==> src/rtl/cwc_pkg.sv <==
package cwc_pkg;

  typedef enum logic [1:0] {
    SZ_BYTE = 2'd0,
    SZ_HALF = 2'd1,
    SZ_WORD = 2'd2,
    SZ_WIDE = 2'd3
  } acc_size_e;

  // Wait code to cycle count: 0->4, 1->3, 2->2, 3->8
  function automatic logic [3:0] code_to_wait(input logic [1:0] code);
    logic [3:0] w;
    case (code)
      2'd0:    w = 4'd4;
      2'd1:    w = 4'd3;
      2'd2:    w = 4'd2;
      default: w = 4'd8;
    endcase
    return w;
  endfunction

endpackage

==> src/rtl/cwc_cfg_reg.sv <==
module cwc_cfg_reg #(
  parameter int CFG_W   = 16,
  parameter int NUM_WIN = 3,
  parameter int COST_W  = 4
) (
  input  logic                           clk,
  input  logic                           rst_n,
  input  logic                           cfg_we,
  input  logic [CFG_W-1:0]               cfg_wdata,
  output logic [NUM_WIN-1:0][COST_W-1:0] ns_wait,
  output logic [NUM_WIN-1:0][COST_W-1:0] sq_wait,
  output logic [COST_W-1:0]              sram_wait
);
  import cwc_pkg::*;

  localparam int USED_W = 2 + 3 * NUM_WIN;

  logic [USED_W-1:0] ctrl_q, ctrl_d;
  logic              unused_hi;

  assign unused_hi = ^cfg_wdata[CFG_W-1:USED_W];

  always_comb begin
    ctrl_d = ctrl_q;
    if (cfg_we) ctrl_d = cfg_wdata[USED_W-1:0];
  end

  always_ff @(posedge clk or negedge rst_n) begin
    if (!rst_n) ctrl_q <= '0;
    else        ctrl_q <= ctrl_d;
  end

  assign sram_wait = COST_W'(code_to_wait(ctrl_q[1:0]));

  for (genvar w = 0; w < NUM_WIN; w++) begin : g_win
    localparam int BASE = 2 + 3 * w;
    assign ns_wait[w] = COST_W'(code_to_wait(ctrl_q[BASE +: 2]));
    assign sq_wait[w] = ctrl_q[BASE + 2] ? COST_W'(1) : COST_W'(2 << w);
  end


  cfg_load_chk: assert property (@(posedge clk) disable iff (!rst_n)
    cfg_we |=> ctrl_q == $past(cfg_wdata[USED_W-1:0]));


  cfg_hold_chk: assert property (@(posedge clk) disable iff (!rst_n)
    !cfg_we |=> $stable(ctrl_q));

endmodule

==> src/rtl/cwc_seq_track.sv <==
module cwc_seq_track #(
  parameter int ADDR_W = 32
) (
  input  logic              clk,
  input  logic              rst_n,
  input  logic              clr,
  input  logic              upd,
  input  logic [ADDR_W-1:0] addr,
  input  logic [1:0]        size,
  output logic              is_seq
);
  import cwc_pkg::*;

  logic [ADDR_W-1:0] hist_q, hist_d, step;

  always_comb begin
    case (acc_size_e'(size))
      SZ_BYTE: step = ADDR_W'(1);
      SZ_HALF: step = ADDR_W'(2);
      default: step = ADDR_W'(4);
    endcase
  end

  assign is_seq = (addr == hist_q + step);

  always_comb begin
    hist_d = hist_q;
    if (clr)      hist_d = '0;
    else if (upd) hist_d = addr;
  end

  always_ff @(posedge clk or negedge rst_n) begin
    if (!rst_n) hist_q <= '0;
    else        hist_q <= hist_d;
  end


  hist_clear_chk: assert property (@(posedge clk) disable iff (!rst_n)
    clr |=> hist_q == '0);


  hist_update_chk: assert property (@(posedge clk) disable iff (!rst_n)
    (upd && !clr) |=> hist_q == $past(addr));


  hist_keep_chk: assert property (@(posedge clk) disable iff (!rst_n)
    (!upd && !clr) |=> $stable(hist_q));

endmodule

==> src/rtl/cart_wait_ctrl.sv <==
module cart_wait_ctrl #(
  parameter int ADDR_W  = 32,
  parameter int CFG_W   = 16,
  parameter int COST_W  = 4,
  parameter int WIN_LSB = 25
) (
  input  logic              clk,
  input  logic              rst_n,
  input  logic              cfg_we,
  input  logic [CFG_W-1:0]  cfg_wdata,
  input  logic              req_valid,
  input  logic [1:0]        req_size,
  input  logic [ADDR_W-1:0] req_addr,
  output logic              cost_done,
  output logic [COST_W-1:0] cost_cycles
);
  localparam int NUM_WIN  = 3;
  localparam int WORD_ADD = 3;

  logic [NUM_WIN-1:0][COST_W-1:0] ns_wait, sq_wait;
  logic [COST_W-1:0]              sram_wait;
  logic [2:0]                     sel;
  logic                           rom_hit, sram_hit, is_seq, is_word;
  logic [COST_W-1:0]              base_cost, cost_d, cost_q;
  logic                           done_d, done_q;

  cwc_cfg_reg #(.CFG_W(CFG_W), .NUM_WIN(NUM_WIN), .COST_W(COST_W)) u_cfg (
    .clk(clk), .rst_n(rst_n), .cfg_we(cfg_we), .cfg_wdata(cfg_wdata),
    .ns_wait(ns_wait), .sq_wait(sq_wait), .sram_wait(sram_wait)
  );

  assign sel      = req_addr[WIN_LSB +: 3];
  assign rom_hit  = sel[2] && (sel[1:0] != 2'b11);
  assign sram_hit = (sel == 3'b111);
  assign is_word  = req_size[1];

  cwc_seq_track #(.ADDR_W(ADDR_W)) u_seq (
    .clk(clk), .rst_n(rst_n), .clr(cfg_we),
    .upd(req_valid && rom_hit), .addr(req_addr), .size(req_size),
    .is_seq(is_seq)
  );

  always_comb begin
    base_cost = '0;
    for (int w = 0; w < NUM_WIN; w++) begin
      if (rom_hit && sel[1:0] == 2'(w))
        base_cost = is_seq ? sq_wait[w] : ns_wait[w];
    end
  end

  always_comb begin
    if (rom_hit)       cost_d = base_cost + (is_word ? COST_W'(WORD_ADD) : '0);
    else if (sram_hit) cost_d = sram_wait;
    else               cost_d = '0;
    done_d = req_valid;
  end

  always_ff @(posedge clk or negedge rst_n) begin
    if (!rst_n) begin
      cost_q <= '0;
      done_q <= 1'b0;
    end else begin
      done_q <= done_d;
      if (req_valid) cost_q <= cost_d;
    end
  end

  assign cost_done   = done_q;
  assign cost_cycles = cost_q;


  done_pulse_chk: assert property (@(posedge clk) disable iff (!rst_n)
    req_valid |=> cost_done);


  done_idle_chk: assert property (@(posedge clk) disable iff (!rst_n)
    !req_valid |=> !cost_done && $stable(cost_cycles));


  rom_cost_range_chk: assert property (@(posedge clk) disable iff (!rst_n)
    (req_valid && rom_hit) |=> cost_cycles >= COST_W'(1) && cost_cycles <= COST_W'(11));


  unmapped_zero_chk: assert property (@(posedge clk) disable iff (!rst_n)
    (req_valid && !rom_hit && !sram_hit) |=> cost_cycles == '0);

endmodule

==> config.mk <==
export PLATFORM = sky130hd
export DESIGN_NAME = cart_wait_ctrl
export DESIGN_NICKNAME = d
export VERILOG_FILES = /design/src/rtl/cwc_pkg.sv /design/src/rtl/cwc_cfg_reg.sv /design/src/rtl/cwc_seq_track.sv /design/src/rtl/cart_wait_ctrl.sv
export SDC_FILE = /design/constraint.sdc
export NUM_CORES = 1
export LEC_CHECK = 0
export CELL_PAD_IN_SITES_DETAIL_PLACEMENT = 1
export CELL_PAD_IN_SITES_GLOBAL_PLACEMENT = 2
export CORE_MARGIN = 1.5
export CORE_UTILIZATION = 33
export DETAILED_ROUTE_END_ITERATION = 8
export GPL_TIMING_DRIVEN = 1
export PLACE_DENSITY = 0.82
export SYNTH_ARGS = -nofsm -noshare
export SYNTH_HDL_FRONTEND = slang
export SYNTH_SLANG_ARGS = --single-unit
==> constraint.sdc <==
create_clock -name clk -period 5.98 [get_ports clk]
set_clock_uncertainty 0.2 [all_clocks]
set_input_delay 1.196 -clock clk [delete_from_list [all_inputs] [get_ports clk]]
set_output_delay 1.196 -clock clk [all_outputs]
set_load 0.01 [all_outputs]
After elaboration in Yosys (flattened, before gate mapping)
Cells that the tools add are included.
Widths: inputs -> output; s select.
{ "totals": {"regBits": 48, "input_bits": 54, "output_inout_bits": 5, "wordCells": 51} }
{ "op_classes": {"addsub": 2, "eq_ne": 14, "n_mux": 19, "n_reduce_logical": 12} }
{ "op_table": {"columns": ["operator", "n"], "rows": [
  ["$mux 32", 2],
  ["$pmux 4 s3", 4],
  ["$mux 4", 9],
  ["$add 32x3->32", 1],
  ["$eq 32x32->1", 1],
  ["$eq 2x1->1 const B", 6],
  ["$logic_not 2->1", 6],
  ["$eq 2x2->1 const B", 5],
  ["$pmux 3 s2", 1],
  ["$logic_and 1x1->1", 5],
  ["$add 4x2->4", 1],
  ["$mux 2", 2],
  ["$eq 3x3->1 const B", 1],
  ["$mux 3", 1],
  ["$ne 2x2->1 const B", 1],
  ["$reduce_bool 2->1", 1]
]} }

Logic depth before layout (Yosys ltp)
{ "logic_depth": {"word_depth": 10, "depth_mapped": 19, "mapped_depth_nobuf": 19} }

By module
A second synthesis with hierarchy kept.
{ "unflattened": {"hier_cells": 392, "area_unflattened_um2": 3781.1} }
{ "modules_own_cells": {"columns": ["module", "n_inst", "cells_per_inst", "area_per_inst_um2", "seq_area_each_um2"], "rows": [
  ["cwc_seq_track", 1, 281, 2534.9, 800.8],
  ["cwc_cfg_reg", 1, 56, 710.7, 275.3],
  ["cart_wait_ctrl", 1, 55, 535.5, 125.1]
]} }

Least setup slack after synthesis
Ideal clock, no wire load.
{ "synth_timing": {"path_type": "input to register", "from": "in req_size[0]", "to": "reg cost_q[3] (netlist: cost_cycles[3])", "setup_ns": 0.129, "t_arrival_ns": 4.987, "required_ns": 5.651, "setup_slack_ns": 0.664, "path_stages": 17, "n_path_buf": 0, "cell_sequence": "nor2_1 -> ha_1 -> fa_1 -> a21oi_2 -> nor4_4 -> a211o_1 -> a2111oi_2 -> o311ai_1 -> nor4_4 -> nand2_1 -> or4_1 -> a21boi_1 -> ha_1 -> a21oi_1 -> nor4b_2 -> xnor2_1 -> o221ai_2"} }
{ "synth_via": {"elab_chain_len": 10, "word_cells_on_any_way": 13, "cone_classes": "add/sub: 2; eq/ne: 2; mux: 8; reduce/logical: 1"} }
{ "synth_lines": {"columns": ["item", "line_no", "rtl"], "rows": [
  ["from (decl)", "cart_wait_ctrl.sv:12", "input logic [1:0] req_size,"],
  ["$eq 2x1->1 / $logic_not 2->1 (equally long branches)", "cwc_seq_track.sv:17", "case (acc_size_e'(size))"],
  ["$pmux 3 s2 *", "cwc_seq_track.sv:17", null],
  ["$add 32x3->32 *", "cwc_seq_track.sv:24", "assign is_seq = (addr == hist_q + step);"],
  ["$eq 32x32->1 *", "cwc_seq_track.sv:24", null],
  ["$mux 4", "cart_wait_ctrl.sv:47", "base_cost = is_seq ? sq_wait[w] : ns_wait[w];"],
  ["$mux 4 (2 in series)", "cart_wait_ctrl.sv:46", "if (rom_hit && sel[1:0] == 2'(w))"],
  ["$mux 4 *", "cart_wait_ctrl.sv:46", null],
  ["$add 4x2->4 *", "cart_wait_ctrl.sv:52", "if (rom_hit) cost_d = base_cost + (is_word ? COST_W'(WORD_ADD) : '0);"],
  ["$mux 4 *", "cart_wait_ctrl.sv:52", null],
  ["to (signal assigned)", "cart_wait_ctrl.sv:64", "if (req_valid) cost_q <= cost_d;"],
  ["to (decl)", "cart_wait_ctrl.sv:24", "logic [COST_W-1:0] base_cost, cost_d, cost_q;"]
]} }
Mark *: on every way between the ends. The rest lies on a longest branch, timed or not.
A chain may end at the register's enable or synchronous reset.

Final worst setup path
Same ends and word-level chain as after synthesis.

==> metrics <==
clk sinks=48; Synth area leaders=dfrtp_1 (32%), nand2_1 (9.1%), xnor2_1 (5.9%); drt via density=5.27; CTS clock-pin slew for the worst setup and hold paths=~70 ps; metal2 WL=around 5300 um; most frequent cell after synthesis=nand2_1; Place WS=-249 ps; Critical Path End=cost_cycles[3]; syn nets=510; Die W=109 um; row count=38; accumulated negative setup slack=0 ps; Total GRT Usage=a little under a fifth; drt total wl=10500 um; CTS tree=yes; Critical Path Max Stage Delay=480 ps; Placer Congestion=about 0.85; Pwr per Cell Area=around 180 nW/um^2; Async S/R FF share, synth=between 90% and 100%; worst reg-to-reg path cell count=18; Syn-to-layout area delta=26.4%; critical path's most frequent cell=nor4_4; final instance area=4710 um^2; # setup viols final=0; Cell variety after synth=60; htree depth=2; relative slew slack=a little under two fifths; worst hold path class=flip-flop to flip-flop; Synth top area share=between 30% and 40%; Worst Path Required=5930 ps; Die H=~110 um; Mapped Area=around 3700 um^2; Post-CTS Hold Buffers=0; synth cell count leaders=nand2_1 (90), dfrtp_1 (48), a21oi_1 (41); Worst-Margin Slew=927 ps; Final Max Tran Viols=0; Yosys warnings=0; ys flop type=dfrtp_1; met3 routed WL=roughly 290 um; peak supply drop=0.103 mV; Pwr Total=~840 uW; dpl cells=around 630; CTS Buf Count=5; largest area contributor in the netlist=dfrtp_1; dpl cell area=between 4000 and 5000 um^2; Worst Path Arrival=approximately 5700 ps; area of the multi-input gates=between 2000 and 2500 um^2; max layer used=met4; first-pass iteration count of the detailed router=4; M1 wire length=between 4000 and 5000 um; Initial Util=about 34%; Seq. cell area=roughly 1200 um^2; share of cells above drive strength 1=roughly 15%; Psw=~240 uW; Critical Path End Type=flip-flop; DR vias=~3400; R2R setup slack=around 1300 ps; Setup crit start=req_size[0]; fin crit period=~5700 ps; Comb pwr share=a little over a fifth; LEAKAGE=between 1.5 and 2 nW; fin crit share=between 90% and 100%; sequential cell fraction of total power=around 43%; Switching Share=29.0%; Clk pwr share=about a third; post-synthesis register bit count=48; DR DRC count=0; Core Region=~11000 um^2; Layout Nets=576; post-synthesis sequential area ratio=roughly a third; starting DRC count in detailed routing=72; Overflow after GRT=0; cells along the critical path=clkdlybuf4s50_1, nor2_1, ha_2, fa_2, a21oi_2, nor4_4, buf_4, xor2_2, a41oi_2, a2111oi_2, o311ai_2, nor4_4, nand2_2, or4_1, a21boi_2, ha_1, a21oi_1, nor4b_2, xnor2_1, o221ai_2; status=complete, no violations; FF-to-FF End=cost_cycles[3]; antenna diode count=0; Fillers=between 1000 and 1500; first-pass GRT wire length=about 18000 um; Clk Latency, worst-skew pair=about 290 ps; critical path startpoint category=primary input; Mapped Avg Cell Area=around 8.5 um^2; number of global-route vias before repair=3576; number of max-cap violations=0; Detail Route Antenna Nets=0; CTS Root Buffer Type=clkbuf_16; Crit Reg-Reg Startpoint=u_seq.hist_q[0]; HPWL Detailed=roughly 8000 um; Clock Path Buffers=2; Cells after Synth=roughly 440; worst setup margin=approximately 240 ps; Die ar.=roughly 12000 um^2; Hold Fails Final Rpt=0; crit path kind=primary input to flip-flop; EDFF count, synth=0; fin cells=~640; pin count of the biggest net entering global routing=52; FMAX=between 150 and 200 MHz; Worst Hold Depth=2; initial antenna violation count=0; routed wire length per instance=approximately 16 um; CP max stage cell=nor4_4; # IOs=59; port bufs=53; worst-path fanout max=6; Int Pwr=around 600 uW
## layout make-up
class                      count  share of cell area [%]
clock buffer                   6                    2.95
clock inverter                 2                   0.212
inverter                      17                    1.35
multi-input combinational    350                    50.7
sequential                    48                    25.5
tap                          140                    3.72
timing repair buffer          81                    15.6
## layer usage
layer / vias up / track usage, %
li1: 1665 / -
met1: 1675 / 24.4
met2: 45 / 33.3
met3: 7 / 2.81
met4: 0 / 4.17
met5: - / 0
## through the flow
stage               util, %  hold WS, ps
floorplan                 -          291
global placement       41.0          319
detailed placement     41.0          327
CTS                    42.4          339
global route           43.1          364
finish                 43.1          338
## power groups by stage
stage / registers (mW) / clock network, mW / logic, mW
after floorplan: 0.364 / 0 / 0.104
after global placement: 0.369 / 0 / 0.179
after detailed placement: 0.371 / 0 / 0.185
after CTS: 0.364 / 0.305 / 0.186
after global routing: 0.368 / 0.318 / 0.208
final: 0.364 / 0.293 / 0.185
## flip-flops by register name, indices dropped and copies added, names as in the netlist
signal,cells
cost_cycles,4
cost_done,1
u_cfg.ctrl_q,11
u_seq.hist_q,32
## how the worst min path moves through the flow
stage | start | to | slack [ps]
floorplan | u_cfg.ctrl_q[4] | u_cfg.ctrl_q[4] | 290
global placement | u_seq.hist_q[0] | u_seq.hist_q[0] | 320
detailed placement | u_cfg.ctrl_q[7] | u_cfg.ctrl_q[7] | 330
CTS | cost_cycles[0] | cost_cycles[0] | 340
global route | cost_cycles[0] | cost_cycles[0] | 360
finish | u_seq.hist_q[0] | u_seq.hist_q[0] | 340
## logic make-up after synthesis
group / after synthesis / synth area share (%)
adder cells (fa/ha/maj): 19 / 6.78
buffers and inverters: 39 / 5.37
AND/OR/NAND/NOR: 183 / 25.5
multiplexers: 14 / 4.30
flip-flops: 48 / 32.2
AO/OA/AOI/OAI: 92 / 15.9
XOR/XNOR: 42 / 9.87
## timing repair
action	CTS	global route
resized for setup	0	15
setup buffers	0	3
endpoints found under the setup margin	0	4
## placed cells by master, fill, tap and decap left out, drive strengths merged, types with 6 or more instances in the layout
cell type and count:
nand2 90, inv 17, nand3 20, nor2 16
mux2 6, ha 17, mux2i 7, xnor2 25
dfrtp 48, clkdlybuf4s50 50, and3 6, buf 30
a21oi 42, and4 6, nand4 13, nor4 6
xor2 17, o21ai 16, clkbuf 6
## critical path: cells and delay by family
kind            cells  cell delay, ps
simple gates        6            1530
buf+inv             2             620
xor+xnor            2             370
fa+ha+maj           3             680
compound gates      7            1300
Note: power is estimated with default switching activity, not from simulation.
